`src/rtl/tt_pkg.sv`:
```
package tt_pkg;

  localparam logic [2:0] K_CFG   = 3'd0;
  localparam logic [2:0] K_CSR   = 3'd1;
  localparam logic [2:0] K_FLASH = 3'd2;
  localparam logic [2:0] K_CIS   = 3'd3;
  localparam logic [2:0] K_MODEM = 3'd4;

  typedef enum logic [1:0] {
    ST_IDLE  = 2'd0,
    ST_DATA  = 2'd1,
    ST_HALT  = 2'd2,
    ST_MWAIT = 2'd3
  } tt_state_e;

  // active-high view of the three target response pins
  typedef struct packed {
    logic ack;
    logic rdy;
    logic halt;
  } tt_drv_t;

endpackage

```
`src/rtl/tt_route.sv`:
```
module tt_route
  import tt_pkg::*;
(
  input  logic [2:0] kind,
  input  logic       cardbus,
  output tt_state_e  entry
);

  always_comb begin
    unique case (kind)
      K_CIS:   entry = cardbus ? ST_HALT : ST_DATA;
      K_MODEM: entry = ST_MWAIT;
      default: entry = ST_DATA;
    endcase
  end

endmodule

```
`src/rtl/tt_wait_timer.sv`:
```
module tt_wait_timer #(
  parameter int WAIT_CLKS = 7
) (
  input  logic clk,
  input  logic rst_n,
  input  logic sel_n,
  output logic expired
);

  localparam int CW = $clog2(WAIT_CLKS + 1);
  localparam logic [CW-1:0] CNT_MAX  = CW'(WAIT_CLKS);
  localparam logic [CW-1:0] CNT_LAST = CW'(WAIT_CLKS - 1);

  logic [CW-1:0] cnt;

  // counts edges with the chip-select active, saturating at the window
  always_ff @(posedge clk or negedge rst_n) begin
    if (!rst_n)              cnt <= '0;
    else if (sel_n)          cnt <= '0;
    else if (cnt != CNT_MAX) cnt <= cnt + 1'b1;
  end

  // this edge is the last one of the window
  assign expired = !sel_n && (cnt >= CNT_LAST);

endmodule

```
`src/rtl/tt_seq.sv`:
```
module tt_seq
  import tt_pkg::*;
(
  input  logic      clk,
  input  logic      rst_n,
  input  logic      claim,
  input  tt_state_e entry,
  input  logic      cyc_n,
  input  logic      init_rdy_n,
  input  logic      sel_n,
  input  logic      mdm_rdy,
  input  logic      expired,
  output tt_drv_t   drv
);

  tt_state_e st, nxt;

  always_comb begin
    nxt = st;
    unique case (st)
      ST_IDLE:  if (claim) nxt = entry;
      ST_DATA:  if (!init_rdy_n) nxt = cyc_n ? ST_IDLE : ST_HALT;
      ST_HALT:  if (cyc_n) nxt = ST_IDLE;
      ST_MWAIT: if (!sel_n) begin
                  if (mdm_rdy)      nxt = ST_DATA;
                  else if (expired) nxt = ST_HALT;
                end
      default:  nxt = ST_IDLE;
    endcase
  end

  always_ff @(posedge clk or negedge rst_n) begin
    if (!rst_n) st <= ST_IDLE;
    else        st <= nxt;
  end

  always_comb begin
    drv.ack  = (st != ST_IDLE);
    drv.rdy  = (st == ST_DATA);
    drv.halt = (st == ST_DATA) || (st == ST_HALT);
  end

endmodule

```
`src/rtl/tt_term_ctrl.sv`:
```
module tt_term_ctrl
  import tt_pkg::*;
#(
  parameter int WAIT_CLKS = 7
) (
  input  logic       clk,
  input  logic       rst_n,
  input  logic       claim,
  input  logic [2:0] kind,
  input  logic       cardbus,
  input  logic       mdm_sel_n,
  input  logic       mdm_rdy,
  input  logic       cyc_n,
  input  logic       init_rdy_n,
  output logic       dev_ack_n,
  output logic       data_rdy_n,
  output logic       term_n
);

  tt_state_e entry;
  logic      expired;
  tt_drv_t   drv;

  tt_route u_route (
    .kind    (kind),
    .cardbus (cardbus),
    .entry   (entry)
  );

  tt_wait_timer #(.WAIT_CLKS(WAIT_CLKS)) u_timer (
    .clk     (clk),
    .rst_n   (rst_n),
    .sel_n   (mdm_sel_n),
    .expired (expired)
  );

  tt_seq u_seq (
    .clk        (clk),
    .rst_n      (rst_n),
    .claim      (claim),
    .entry      (entry),
    .cyc_n      (cyc_n),
    .init_rdy_n (init_rdy_n),
    .sel_n      (mdm_sel_n),
    .mdm_rdy    (mdm_rdy),
    .expired    (expired),
    .drv        (drv)
  );

  assign dev_ack_n  = !drv.ack;
  assign data_rdy_n = !drv.rdy;
  assign term_n     = !drv.halt;

endmodule

```
`config.mk`:
```
export PLATFORM = sky130hd
export DESIGN_NAME = tt_term_ctrl
export DESIGN_NICKNAME = d
export VERILOG_FILES = /design/src/rtl/tt_pkg.sv /design/src/rtl/tt_route.sv /design/src/rtl/tt_wait_timer.sv /design/src/rtl/tt_seq.sv /design/src/rtl/tt_term_ctrl.sv
export SDC_FILE = /design/constraint.sdc
export NUM_CORES = 1
export LEC_CHECK = 0
export ABC_CLOCK_PERIOD_IN_PS = 2900
export BUFFER_PORTS_ARGS = -buffer_cell sky130_fd_sc_hd__buf_2
export CORE_AREA = 2 2 39 41
export CTS_CLUSTER_DIAMETER = 60
export DETAILED_ROUTE_END_ITERATION = 6
export DIE_AREA = 0 0 41 43
export PLACE_DENSITY = 0.6
export SLEW_MARGIN = 10
export SYNTH_ARGS = -nofsm -noshare
export SYNTH_HDL_FRONTEND = slang
export SYNTH_SLANG_ARGS = --single-unit
```
`constraint.sdc`:
```
create_clock -name clk -period 2.9 [get_ports clk]
set_input_delay 0.29 -clock clk [delete_from_list [all_inputs] [get_ports clk]]
set_output_delay 0.29 -clock clk [all_outputs]
set_load 0.01 [all_outputs]
```
; ---- After elaboration in Yosys (flattened, before gate mapping)
; Index checks and enable logic that the tools add are counted.
; W data, S select, Z words.
[word_totals]
latch_bits = 0
out_inout_bits = 3
rom_bits = 0
mem_count = 0
ff_bits = 5
input_bits = 11
ramBits = 0
elab_cells = 37
[op_classes]
n_bitwise = 0
multipliers = 0
reduce_logical = 10
div_mod_pow = 0
n_addsub = 1
shifts = 0
n_mux = 12
n_lt_le_gt_ge = 1
eq_ne = 11
[op_table]
columns = op, n
row1 = $mux W2, 8
row2 = $ne A2 B2 Y1 const B, 4
row3 = $pmux W2 S4, 1
row4 = $mux W3, 2
row5 = $ne A3 B3 Y1 const B, 2
row6 = $reduce_and A5 Y1, 1
row7 = $eq A2 B2 Y1 const B, 2
row8 = $logic_not A1 Y1, 4
row9 = $pmux W2 S2, 1
row10 = $reduce_bool A2 Y1, 2
row11 = $add A3 B1 Y3 const B, 1
row12 = $eq A3 B2 Y1 const B, 1
row13 = $eq A3 B3 Y1 const B, 1
row14 = $ge A3 B3 Y1 const B, 1
row15 = $eq A2 B1 Y1 const B, 1
row16 = $logic_not A2 Y1, 1
row17 = $logic_and A1 B1 Y1, 1
row18 = $logic_or A1 B1 Y1, 1

; ---- Depth between registers and ports, before layout
[depth]
depth_word = 6
depth_mapped = 6
depth_no_buf = 6

; ---- Cells and area by module
; A second synthesis with hierarchy kept.
[unflattened]
hier_cells = 44
hier_area_um2 = 409.1
[modules_own_cells]
columns = mod, instances, area_each_um2, cells_each, seq_area_each_um2
row1 = tt_seq, 1, 211.5, 25, 50.0
row2 = tt_wait_timer, 1, 147.6, 13, 75.1
row3 = tt_route, 1, 38.8, 3, 0.0
row4 = tt_term_ctrl, 1, 11.3, 3, 0.0

; ---- Least setup slack after synthesis
; No wires, ideal clock.
[synth_path]
path_kind = register -> register
from = register u_seq.st[0]
to = register u_seq.st[0]
synth_period_minus_slack_ns = 1.467
arrival_ns = 1.342
stages_incl_launch_ff = 7
setup_ns = 0.125
path_slack_ns = 1.433
path_buffers = 0
required_time_ns = 2.775
cell_sequence = dfrtp_1 inv_1 ha_1 nand2b_1 nand4_1 a21oi_2 mux2_4
[synth_via]
elab_chain_cells = 3
elab_cells_between_ends = 11
classes_between = eq/ne (8) / mux (1) / reduce/logical (2)
[synth_rtl]
columns = item, line
row1 = start: declaration, tt_seq.sv:16  ; tt_state_e st, nxt;
row2 = start signal: assignment, tt_seq.sv:34  ; else st <= nxt;
row3 = "$eq A2 B2 Y1, or another cell as far along", tt_seq.sv:20  ; unique case (st)
row4 = $ne A3 B3 Y1 (no line) / $ne A2 B2 Y1 (equally long branches), --
row5 = $reduce_and A5 Y1 (no line), --
; Several ways; a longest one is shown, not always the timed one.
; A chain may end at the register's enable or synchronous reset.

; ---- Worst setup path after layout
; Same ends and word-level chain as after synthesis.

==> impl_summary.txt <==
----------------------------------------------------
[Status]
  Status ... completed

[Place]
  HPWL after detailed placement ... 608 microns
  Final RePlAce weighted congestion ... between 0.6 and 0.7
  Count of buffers from port buffering ... 13

[Global routing]
  Global-route usage over all layers ... 0.100
  Total gr overflow ... 0
  Wire length of the first global-routing pass ... 1090 microns
  Vias in the first global route ... roughly 300
  Initial antenna violation count ... 0
  Pin count of the biggest net entering global routing ... 6

[STA]
  Pins over their slew limit ... 0
  Headroom to the max-slew limit ... 0.845
  Achievable frequency ... roughly 660 MHz
  Final worst-path cycle share ... 0.519
  Unrepaired setup endpoints after global routing ... no
  Worst clock skew ... 0.00828 ns
  Fin crit period ... between 1.5 and 2 ns
  Total negative slack ... 0 ns
  Final Hold Slack ... 0.251 ns
  Setup Viol. Count Final ... 0
  Count of final hold-check violations ... 0
  Slew @ Worst Pin ... roughly 0.23 ns

[Setup path]
  Worst reg2reg startpoint ... u_seq.st[0]
  Terminus of the critical flop-to-flop path ... u_seq.st[0]
  Data required time of the critical path ... 3.02 ns
  Worst reg2reg setup slack ... ~1.4 ns
  Start point of the critical path ... u_seq.st[0]
  Cell chain of the critical path ... inv_1 -> ha_1 -> nand2b_1 -> nand4_1 -> a21oi_2 -> mux2_4
  CP Launch Type ... register
  Max stage delay cell, worst path ... sky130_fd_sc_hd__dfrtp_1
  Depth of the worst register-to-register path ... 6
  Max incr delay on CP ... 0.38 ns
  Worst Path Arrival ... 1.63 ns
  Class of the most critical setup path ... register to register
  CP Capture Type ... register
  Worst Path Max Fanout ... 5

[Logic synthesis]
  Share of synthesized area occupied by flip-flops and latches ... 0.321
  Top cells by area in the synthesized netlist ... sky130_fd_sc_hd__dfrtp_1 (32%), sky130_fd_sc_hd__ha_1 (22%), sky130_fd_sc_hd__mux2i_1 (5.1%), sky130_fd_sc_hd__inv_1 (4.8%), sky130_fd_sc_hd__nor2_1 (4.8%)
  Flops & latches, synth ... 5
  Cell area after synthesis ... 390 sq um
  Mean area per synthesized cell ... 9.52 sq um
  Share of the synthesized area in the top cell type ... 0.321
  Count of cell types in the netlist ... 18
  Yosys synthesis warning count ... 0
  Synthesized Nets ... 59
  Cell taking the most area after synthesis ... sky130_fd_sc_hd__dfrtp_1
  Synthesized instance count ... 41

[Min path]
  Type of the most critical hold path ... primary input to register
  Hold endpoint ... u_timer.cnt[0]
  Beginning of the worst hold path ... mdm_sel_n
  Hold path cells ... 2

[Pwr]
  Power Internal ... 0.000245 W
  Power dissipated by switching net loads ... between 0.00015 and 0.0002 W
  Switching share of power ... 0.386
  Ratio of total power to cell area ... a little under 800 mW/mm^2
  Relative contribution of sequential cells to total power ... 0.264
  Static Leakage ... 0.278 nW
  Portion of total power attributed to combinational logic ... 0.538
  Fraction of power consumed by the clock network ... 0.198
  Largest voltage drop on the vdd net ... 283 uV

[Clock tree]
  Clock sink count ... 5
  TritonCTS buffer count ... 3
  Source-to-sink clock delay at the later pin of the worst-skew pair ... 0.24 ns
  Cell chosen for the clock root ... sky130_fd_sc_hd__clkbuf_4
  Clock buffer depth ... 2
  Deepest level of the CTS H-tree ... 1
  Clock tree from TritonCTS ... done
  Clock slew seen by the registers of the worst setup and hold paths ... 0.05 ns

[Final layout]
  Sequential cell area ... 125 sq um
  Net count of the finished layout ... 78
  Share of the core filled with cells in the final layout ... 0.370
  Number of fill cells ... 145
  Commonest cells after routing, fill and taps aside ... sky130_fd_sc_hd__buf_2 (13), sky130_fd_sc_hd__ha_1 (7), sky130_fd_sc_hd__inv_1 (5), sky130_fd_sc_hd__nor2_1 (5), sky130_fd_sc_hd__dfrtp_1 (5)
  Area used by multi-input combinational logic ... 246 sq um
  Diode insertion count for antenna repair ... 0
  Proportion of layout cells with a drive suffix above 1 ... 0.322
  Most frequent standard cell in the layout excluding fill and tap cells ... sky130_fd_sc_hd__buf_2
  Post-synthesis to final-layout area growth ... 31.1%

[Detailed routing]
  Antenna-violating nets left ... 0
  Starting DRC count in detailed routing ... 4
  Routed Wire Length ... between 700 and 800 microns
  Total vias in the final route ... 327
  Average vias per placed instance ... 4.36
  Post-route DRC ... 0
  DR WL/cell ... 9.36 microns
  Detailed-routing iteration count for the pre-antenna-repair pass ... 4

[Floorplan]
  Initial core utilization ... 0.282
  Die Wd ... 41 microns
  Row count ... 14
  Area of the die ... 0.00176 sq mm
  Die boundary height ... 43 microns
  I/O pin count ... 14
  Core region area ... 0.00138 sq mm

[Flow run]
  Count of maximum capacitance violations ... 0

----------------------------------------------------
==> critical path, delay by kind of cell, from the launching register on <==
family | cells | cell delay [ns]
compound gates | 1 | 0.17
buf+inv | 1 | 0.08
mux | 1 | 0.32
simple gates | 2 | 0.19
flops | 1 | 0.38
fa+ha+maj | 1 | 0.25
==> what timing repair did <==
item	CTS	global route
buffers inserted	0	0
resized for setup	0	0
hold buffers	1	0
endpoints found under the hold margin	5	0
setup endpoints to repair	0	0
==> cell usage after synthesis, drive strengths merged <==
| library cell | instances |
|---|---|
| o32ai | 1 |
| a21oi | 2 |
| inv | 5 |
| xor2 | 1 |
| ha | 7 |
| nor3b | 1 |
| and2b | 1 |
| dfrtp | 5 |
| o21ai | 1 |
| mux2i | 2 |
| nor2 | 5 |
| nand4b | 1 |
| nand2b | 2 |
| nand2 | 4 |
| nand4 | 1 |
| mux2 | 1 |
| nand3b | 1 |
==> worst max path at each step <==
stage and end:
2_1_floorplan u_seq.st[0], 3_3_place_gp u_seq.st[0], 3_5_place_dp u_seq.st[0], 4_1_cts u_seq.st[0], 5_1_grt u_seq.st[0], 6_report u_seq.st[0]
==> cell type report <==
cell class,count,share of cell area
Inverter,5,0.0367
Sequential cell,5,0.244
Clock buffer,4,0.0513
Tap cell,16,0.0391
Multi-Input combinational cell,31,0.482
Timing Repair Buffer,14,0.147
==> flip-flops by register name, indices dropped and copies added (netlist names) <==
signal       count
u_timer.cnt      3
u_seq.st         2
==> power groups by stage <==
stage	combinational (W)	clock, W	sequential, W
detailed placement	0.000216	0	0.000107
global placement	0.000216	0	0.000106
finish	0.000215	0.0000790	0.000105
CTS	0.000219	0.0000813	0.000106
global route	0.000243	0.0000881	0.000108
floorplan	0.000156	0	0.000103
==> layer usage <==
layer  wire (microns)  up-vias  global-route usage
li1                 -      174                   -
met1              294      144               0.102
met2              362        7               0.147
met3               35        2              0.0314
met4                9        0               0.100
met5                0        -                   0
==> kinds of logic (layout without fill, tap and decap cells) <==
family / Yosys count / in the layout / synth area share
compound gates: 4 / 4 / 0.0801
flops: 5 / 5 / 0.321
simple gates: 16 / 16 / 0.215
buf+inv: 5 / 23 / 0.0481
mux: 3 / 3 / 0.0897
fa+ha+maj: 7 / 7 / 0.224
xor+xnor: 1 / 1 / 0.0224
==> per-stage QoR <==
| stage | instances | power, W | area [sq um] | worst slack (ns) |
|---|---|---|---|---|
| 3_5_place_dp | 70 | 0.000323 | 475 | 1.39 |
| 6_report | 75 | 0.000400 | 512 | 1.39 |
| 3_3_place_gp | 70 | 0.000322 | 475 | 1.43 |
| 4_1_cts | 75 | 0.000406 | 512 | 1.38 |
| 2_1_floorplan | 41 | 0.000259 | 390 | 1.43 |
| 5_1_grt | 75 | 0.000439 | 512 | 1.31 |
No activity file was read; power rests on OpenSTA's default activity.
